`config.mk`:
```
export PLATFORM = sky130hd
export DESIGN_NAME = fetch_ptr_unit
export DESIGN_NICKNAME = d
export VERILOG_FILES = /design/src/rtl/fptr_pkg.sv /design/src/rtl/fptr_ip_reg.sv /design/src/rtl/fptr_pen_reg.sv /design/src/rtl/fptr_boot_stub.sv /design/src/rtl/fetch_ptr_unit.sv
export SDC_FILE = /design/constraint.sdc
export NUM_CORES = 1
export LEC_CHECK = 0
export ABC_AREA = 1
export BUFFER_PORTS_ARGS = -buffer_cell sky130_fd_sc_hd__clkbuf_2
export CAP_MARGIN = 15
export CORE_ASPECT_RATIO = 0.9
export CORE_MARGIN = 2
export CORE_UTILIZATION = 48
export DETAILED_ROUTE_END_ITERATION = 12
export PLACE_DENSITY = 0.79
export REMOVE_ABC_BUFFERS = 1
export SLEW_MARGIN = 5
export SYNTH_ARGS = -nofsm -noshare
export SYNTH_HDL_FRONTEND = slang
export SYNTH_SLANG_ARGS = --single-unit
```
`constraint.sdc`:
```
create_clock -name clk -period 1.7 [get_ports clk]
set_input_delay 0.085 -clock clk [delete_from_list [all_inputs] [get_ports clk]]
set_output_delay 0.085 -clock clk [all_outputs]
set_load 0.005 [all_outputs]
```
`src/rtl/fptr_pkg.sv`:
```
package fptr_pkg;

    localparam int unsigned ADDR_W = 16;

    typedef logic [ADDR_W-1:0] paddr_t;

    localparam paddr_t ROM_ENTRY = 16'h8000;
    localparam paddr_t USER_VEC  = 16'h0000;

    typedef enum logic [1:0] {
        PATH_ROM    = 2'b00,
        PATH_LOADER = 2'b01,
        PATH_USER   = 2'b10
    } boot_path_e;

    typedef struct packed {
        logic   valid;
        paddr_t addr;
    } ip_load_t;

    // Priority: branch/interrupt load, then software write, then fetch
    // (a boot redirect replaces the increment of that fetch).
    function automatic paddr_t pick_next(
        input paddr_t   cur,
        input logic     fetch,
        input ip_load_t jmp,
        input ip_load_t sw,
        input ip_load_t redir
    );
        paddr_t nxt;
        if (jmp.valid)      nxt = jmp.addr;
        else if (sw.valid)  nxt = sw.addr;
        else if (fetch)     nxt = redir.valid ? redir.addr : cur + paddr_t'(1);
        else                nxt = cur;
        return nxt;
    endfunction

endpackage

```
`src/rtl/fptr_ip_reg.sv`:
```
module fptr_ip_reg
    import fptr_pkg::*;
#(
    parameter paddr_t RESET_ADDR = ROM_ENTRY
) (
    input  logic     clk,
    input  logic     rst,
    input  logic     fetch,
    input  ip_load_t jmp_ld,
    input  ip_load_t sw_ld,
    input  ip_load_t redir_ld,
    output paddr_t   ip_q
);

    always_ff @(posedge clk) begin
        if (rst) ip_q <= RESET_ADDR;
        else     ip_q <= pick_next(ip_q, fetch, jmp_ld, sw_ld, redir_ld);
    end

endmodule

```
`src/rtl/fptr_pen_reg.sv`:
```
module fptr_pen_reg (
    input  logic clk,
    input  logic rst,
    input  logic dbg_set,
    input  logic clr,
    output logic pen_q
);

    // The flag is loaded from the debug line only while reset is held.
    always_ff @(posedge clk) begin
        if (rst)      pen_q <= dbg_set;
        else if (clr) pen_q <= 1'b0;
    end

endmodule

```
`src/rtl/fptr_boot_stub.sv`:
```
module fptr_boot_stub
    import fptr_pkg::*;
#(
    parameter int unsigned BOOT_FETCHES = 4,
    parameter paddr_t      USER_ADDR    = USER_VEC
) (
    input  logic       clk,
    input  logic       rst,
    input  logic       fetch,
    input  logic       prog_en,
    output ip_load_t   redir_ld,
    output boot_path_e path_q,
    output logic       req_q
);

    localparam int unsigned CW = $clog2(BOOT_FETCHES + 1);
    localparam logic [CW-1:0] LAST = CW'(BOOT_FETCHES - 1);

    logic [CW-1:0] cnt_q;
    logic          decide;

    assign decide = (path_q == PATH_ROM) && fetch && (cnt_q == LAST);

    always_comb begin
        redir_ld.valid = decide && !prog_en;
        redir_ld.addr  = USER_ADDR;
    end

    always_ff @(posedge clk) begin
        if (rst) begin
            path_q <= PATH_ROM;
            cnt_q  <= '0;
            req_q  <= 1'b0;
        end else begin
            req_q <= 1'b1;
            if (decide) begin
                path_q <= prog_en ? PATH_LOADER : PATH_USER;
            end else if (path_q == PATH_ROM && fetch) begin
                cnt_q <= cnt_q + CW'(1);
            end
        end
    end

endmodule

```
`src/rtl/fetch_ptr_unit.sv`:
```
module fetch_ptr_unit
    import fptr_pkg::*;
#(
    parameter int unsigned BOOT_FETCHES = 4
) (
    input  logic        clk,
    input  logic        rst,
    input  logic        fetch_strobe,
    input  logic        sw_wr_en,
    input  logic [15:0] sw_wr_data,
    input  logic        jmp_en,
    input  logic [15:0] jmp_addr,
    input  logic        dbg_prog_req,
    input  logic        prog_clr,
    output logic [15:0] fetch_addr,
    output logic        fetch_req,
    output logic [1:0]  boot_path,
    output logic        prog_enable
);

    ip_load_t   jmp_ld, sw_ld, redir_ld;
    boot_path_e path;
    paddr_t     ip;
    logic       pen;

    always_comb begin
        jmp_ld.valid = jmp_en;
        jmp_ld.addr  = jmp_addr;
        sw_ld.valid  = sw_wr_en;
        sw_ld.addr   = sw_wr_data;
    end

    fptr_pen_reg u_pen (
        .clk     (clk),
        .rst     (rst),
        .dbg_set (dbg_prog_req),
        .clr     (prog_clr),
        .pen_q   (pen)
    );

    fptr_boot_stub #(
        .BOOT_FETCHES (BOOT_FETCHES),
        .USER_ADDR    (USER_VEC)
    ) u_stub (
        .clk      (clk),
        .rst      (rst),
        .fetch    (fetch_strobe),
        .prog_en  (pen),
        .redir_ld (redir_ld),
        .path_q   (path),
        .req_q    (fetch_req)
    );

    fptr_ip_reg #(
        .RESET_ADDR (ROM_ENTRY)
    ) u_ip (
        .clk      (clk),
        .rst      (rst),
        .fetch    (fetch_strobe),
        .jmp_ld   (jmp_ld),
        .sw_ld    (sw_ld),
        .redir_ld (redir_ld),
        .ip_q     (ip)
    );

    assign fetch_addr  = ip;
    assign boot_path   = path;
    assign prog_enable = pen;

endmodule

```
==> results of run 1 <==
-- cell usage after synthesis, types with 4 or more instances --
library cell | number | area [µm²]
o21ai_0 | 18 | 90.09
nand2_1 | 46 | 172.7
or2_2 | 5 | 31.28
o21ai_1 | 4 | 20.02
o221ai_1 | 6 | 52.55
dfxtp_1 | 22 | 440.4
a21oi_1 | 29 | 145.1
inv_1 | 25 | 93.84
clkbuf_1 | 5 | 18.77
buf_2 | 4 | 20.02
nor2_1 | 14 | 52.55
nand4_1 | 4 | 25.02
nand3_1 | 13 | 65.06
-- cells in the final DEF (no fill, tap or decap), drive strengths merged, types with 2 or more instances in the layout --
master	instances
buf	4
o211ai	2
a31oi	2
clkbuf	62
nand4	4
nand2	49
o21bai	2
or2	5
ha	3
dfxtp	22
inv	28
nand3	15
nor2	17
xor2	2
o22ai	2
o221ai	6
o21ai	22
a21oi	30
-- flip-flops by register name, summed over array words and instances (netlist names) --
register / cells
u_ip.ip_q: 16
u_stub.cnt_q: 3
u_stub.path_q: 2
u_stub.req_q: 1
u_pen.pen_q: 1
-- report_power, final --
group | leakage, nW | internal (mW) | switching [mW]
Sequential | 0.193 | 0.587 | 0.0500
Combinational | 0.680 | 0.135 | 0.151
Clock | 0.0150 | 0.0919 | 0.172
-- layout make-up --
cell class              count  area (µm²)  share of cell area
well taps                  42       52.55             0.02826
inverters                  28       107.6             0.05787
repair buffers             63       330.3              0.1777
multi-input cells         165       872.1              0.4690
flip-flops and latches     23       470.5              0.2530
clock buffers               4       26.28             0.01413
-- worst reg2reg max path: stages (launching register included) --
cell	delay [ps]
dfxtp_1	340
ha_1	200
ha_1	210
nand4_1	140
nand2_2	150
inv_4	130
nand3_1	80
nand2_1	70
nand2_1	50
a21oi_1	110
-- cells by family (layout without fill, tap and decap cells) --
logic type	count (synthesis)	in the layout	share of synthesized area
AO/OA/AOI/OAI	68	68	0.2601
XOR/XNOR	3	3	0.01768
adder cells (fa/ha/maj)	3	3	0.02526
buffers and inverters	37	95	0.09680
flip-flops	23	23	0.3165
AND/OR/NAND/NOR	91	91	0.2837
-- how the worst max path moves through the flow --
stage | to | slack [ps] | depth (start not counted)
after floorplan | u_ip.ip_q[10] | 360 | 9
after global placement | u_ip.ip_q[10] | 250 | 9
after detailed placement | u_ip.ip_q[10] | 170 | 9
after CTS | u_ip.ip_q[9] | 140 | 9
after global routing | u_ip.ip_q[6] | 10 | 9
final | u_ip.ip_q[9] | 180 | 9
-- through the flow --
stage / instances / hold slack (ps) / cell area (µm²) / util / power (mW)
CTS: 325 / 6.564 / 1857 / 0.6199 / 1.192
detailed placement: 320 / 314.5 / 1821 / 0.6078 / 0.9311
finish: 325 / 13.80 / 1859 / 0.6207 / 1.187
global route: 325 / 23.95 / 1859 / 0.6207 / 1.271
global placement: 320 / 309.0 / 1821 / 0.6078 / 0.9267
floorplan: 216 / 154.1 / 1448 / - / 0.7954
-- routing by layer --
metal / part of all wire / global-route usage
met2: 0.44 / 0.3687
met5: 0 / 0
met3: 0.046 / 0.04008
met4: 0.0084 / 0.06349
met1: 0.50 / 0.3062
-- repair_timing --
| action | 4_1_cts | 5_1_grt |
|---|---|---|
| hold buffers | 1 | 0 |
| endpoints found under the hold margin | 2 | 0 |
| gates resized for setup | 0 | 2 |
| setup endpoints to repair | 0 | 2 |
==> flow_summary.toml, run 1 <==
[global_route]
grt_max_degree = 21
gr-total-overflow = 0
grt_pass1_vias = 1449
globalRouteTotalUtil = 0.2257
antenna_found_initial = 0
grt_pass1_wl_um = 6513

[synthesis]
synth_cell_types = 30
syn-instance-count = 225
yosysWarnings = 0
ys.flop_type = "dfxtp_1"
synth_enable_flop_cells = 1
synth_area_um2 = 1486
async_reset_ff_frac = 0
avgSynthCellArea_um2 = 6.606
ys_seq_area_frac = 0.3165
ys_ff_latch = 23

[critical_path]
cp-end-kind = "flip-flop"
path_delay_family = "simple AND/OR/NAND/NOR gates"
crit_path_start = "u_stub.cnt_q[0]"
ff2ff_setup_slack_ps = 180
r2r_end = "u_ip.ip_q[9]"
cp_slowest_stage_delay_ps = 340
crit_path_start_kind = "flip-flop"
cpMaxStageDelayCell = "dfxtp_1"
cp_data_arrival_time_ps = 1780
r2r_cells = 9
cp.required_ps = 1960
path_buf_inv = 1
r2r_start = "u_stub.cnt_q[0]"
crit_path_cell_trace = "ha_1, ha_1, nand4_1, nand2_2, inv_4, nand3_1, nand2_1, nand2_1, a21oi_1"
path_class = "reg2reg"
cp_max_fo = 9

[min_path]
min_to = "u_ip.ip_q[5]"
hold_depth = 3
hp-class = "in2reg"
hold_start = "sw_wr_data[5]"

[cells_and_area]
areaGrowthSynthToFinish_pct = 25.08
finish.net_count = 326
nFillCells = 315
drive_gt1_frac = 0.2898
num_antenna_cells = 0

[timing]
finClkSkew_ps = 7.112
setup_tns_ps = 0
finalHoldViolCount = 0
post-route-period-util = 0.8951
tightest_slew_ps = 574.6
maxSlewViolCount = 0
fmax_ghz = 0.6572
min_period_ps = 1522
max-slew-margin-rel = 0.6165
rsz0062_at_grt = "no"
fin_ws_ps = 178.3
setup_violations = 0

[drt]
drc = 0
drtPass1Iterations = 4
via_per_inst = 4.988
wirelength_um = 3670
vias = 1621
avgRoutedWirePerCell_um = 11.29
postRouteAntennaNets = 0
drtIter0Drc = 73

[clock_network]
cts-root-buf = "clkbuf_4"
numCtsBuffers = 3
post_cts_buffers = 0
cts_max_path_buffers = 2
cts_tree = "yes"
clock_latency_ps = 320
cts.sinks = 23
clk_pin_slew_ps = 120
htree_levels = 1

[power]
vdd_ir_drop_max_mv = 0.4084
power_density_nw_per_um2 = 638.4
leakagePower_nw = 0.8885

[floorplan]
fp-row-count = 19
core_area_um2 = 2995
die_w_um = 62.66
ioPinCount = 59
die_height_um = 56.79
initial_core_util = 0.4962
dieArea_um2 = 3558

[placement]
dp_slack_ps = 169.2
gp_congestion = 0.8119
detailed_place_hpwl_um = 2734
numPortBuffers = 58

[job]
cap_viol_max_count = 0

[status]
status = "finished clean"
Note: power is estimated with default switching activity, not from simulation.
==> inputs of run 2 (changes only) <==
- BUFFER_PORTS_ARGS: -buffer_cell sky130_fd_sc_hd__clkbuf_2 -> not set
- CORE_UTILIZATION: 48 -> 49
- DONT_BUFFER_PORTS: not set -> 1
- PLACE_DENSITY: 0.79 -> not set
- clock period: 1.7 -> 1.9 ns (I/O delays scaled with it)
==> flow_summary.toml, run 2 (same netlist as run 1, synthesis figures left out) <==
[drt]
wl_met1_um = 1771
dr_wl_met3_um = 364
highest-signal-layer = "met4"
drtPass1Iterations = 6
drc = 0
via_per_inst = 5.537
met2_length_um = 1871
vias = 1567
avgRoutedWirePerCell_um = 14.20
wirelength_um = 4018
drtIter0Drc = 78
postRouteAntennaNets = 0

[cells_and_area]
num_antenna_cells = 0
areaGrowthSynthToFinish_pct = 17.93
final_common_cell = "nand2_1"
layout_common_cells = "nand2_1 (46), a21oi_1 (29), inv_1 (25), dfxtp_1 (22), dlygate4sd3_1 (21)"
design_area_um2 = 1753
drive_gt1_frac = 0.09465
top_regs = "u_ip.ip_q (16), u_stub.cnt_q (3), u_stub.path_q (2)"
largest_reg_flops = 16
finish.net_count = 286
nFillCells = 279
regMostFlops = "u_ip.ip_q"

[critical_path]
cp_slowest_stage_delay_ps = 560
crit_path_start_kind = "flip-flop"
crit_path_cell_trace = "ha_1, ha_1, nand4_1, a21oi_1, dlygate4sd3_1"
r2r_cells = 5
cp_common_cell = "ha_1"
cp.required_ps = 2180
cp-end-kind = "flip-flop"
ff2ff_setup_slack_ps = 340
cp_max_fo = 3
r2r_start = "u_stub.cnt_q[0]"
cpMaxStageDelayCell = "dlygate4sd3_1"
cp_data_arrival_time_ps = 1840
r2r_end = "u_stub.path_q[0]"
path_class = "reg2reg"

[clock_network]
ctsHoldBuffers = 21
post_cts_buffers = 0
cts_tree = "yes"
clock_latency_ps = 320
cts-root-buf = "clkbuf_4"
htree_levels = 1
numCtsBuffers = 3
cts_max_path_buffers = 2
cts.sinks = 23
clk_pin_slew_ps = 140
cts_resized = 0

[floorplan]
die_w_um = 62.06
core_area_um2 = 2815
dieArea_um2 = 3491
initial_core_util = 0.5280
die_height_um = 56.25
fp-row-count = 18
ioPinCount = 59

[timing]
finClkSkew_ps = 2.735
tightest_slew_ps = 580.8
setup_violations = 0
maxSlewViolCount = 0
finalHoldViolCount = 0
post-route-period-util = 0.8188
fmax_ghz = 0.6428
min_period_ps = 1556
max-slew-margin-rel = 0.6124
rsz0062_at_grt = "no"
setup_tns_ps = 0

[power]
leakagePower_nw = 0.7175
pwr-share-seq = 0.562
switching_share = 0.3189
clockPowerShare = 0.241
power_density_nw_per_um2 = 589.1
comb_power_share = 0.196
switching_power_uw = 329.3
p_int_uw = 703.4
vdd_ir_drop_max_mv = 0.3910

[min_path]
hold_depth = 4
hold_start = "sw_wr_en"
hp-class = "in2reg"
min_to = "u_ip.ip_q[4]"

[placement]
numPortBuffers = 0
gp_congestion = 0.8025
detailed_place_hpwl_um = 2690
placed_cell_area_um2 = 1513

[job]
cap_viol_max_count = 0

[global_route]
globalRouteTotalUtil = 0.2457
gr-total-overflow = 0
grt_pass1_wl_um = 6520
grt_pass1_vias = 1412
antenna_found_initial = 0
grt_max_degree = 21

[status]
status = "finished clean"
run 2: cell count changes in the layout (fill, tap and decap cells not counted), sizes merged:
cell         before  now
clkbuf           62    3
dlygate4sd3       1   21
buf               4    2
clkinvlp          0    1
run 2: power by group through the flow:
stage	combinational [mW]	sequential (mW)	clock [mW]
floorplan	0.135	0.577	0
global placement	0.158	0.590	0
detailed placement	0.164	0.592	0
CTS	0.203	0.581	0.256
global route	0.234	0.590	0.264
finish	0.203	0.581	0.249
run 2: how the worst max path moves through the flow:
| stage | start | to | slack [ps] | cells after the start |
|---|---|---|---|---|
| after global routing | u_ip.ip_q[0] | u_ip.ip_q[10] | 160 | 9 |
| after floorplan | u_stub.cnt_q[0] | u_ip.ip_q[10] | 560 | 9 |
| after detailed placement | u_stub.cnt_q[0] | u_ip.ip_q[10] | 390 | 9 |
| after global placement | u_stub.cnt_q[0] | u_ip.ip_q[10] | 440 | 9 |
| after CTS | u_stub.cnt_q[0] | u_ip.ip_q[10] | 350 | 9 |
| final | u_stub.cnt_q[0] | u_stub.path_q[0] | 340 | 5 |
run 2: layer usage:
metal / global-route usage / vias to the layer above
met4: 0.02432 / 0
li1: - / 794
met2: 0.3914 / 66
met1: 0.3239 / 705
met5: 0 / -
met3: 0.09217 / 2
run 2: worst max-delay path: cells and delay by family, from the launching register on:
family / cells / cell delay, ps
and+or+nand+nor: 1 / 100
DFF: 1 / 360
buffers and inverters: 1 / 560
AOI/OAI and AO/OA: 1 / 170
adders and majority gates: 2 / 320
run 2: cell type report:
class                           instances  area, µm²  share of cell area
Clock buffer                            3      22.52             0.01285
Clock inverter                          1      7.507            0.004283
Inverter                               28      105.1             0.05996
Multi-Input combinational cell        165      872.1              0.4975
Sequential cell                        23      470.5              0.2684
Tap cell                               40      50.05             0.02855
Timing Repair Buffer                   23      225.2              0.1285
run 2: per-stage QoR:
stage,util,setup WS (ps),cells,hold WS [ps],power (mW)
after floorplan,-,559.8,216,164.1,0.7117
after global placement,0.5373,438.8,258,165.3,0.7478
after detailed placement,0.5373,392.4,258,172.2,0.7560
after CTS,0.6227,346.1,283,3.483,1.040
after global routing,0.6227,157.7,283,13.87,1.089
final,0.6227,344.3,283,0.2756,1.033
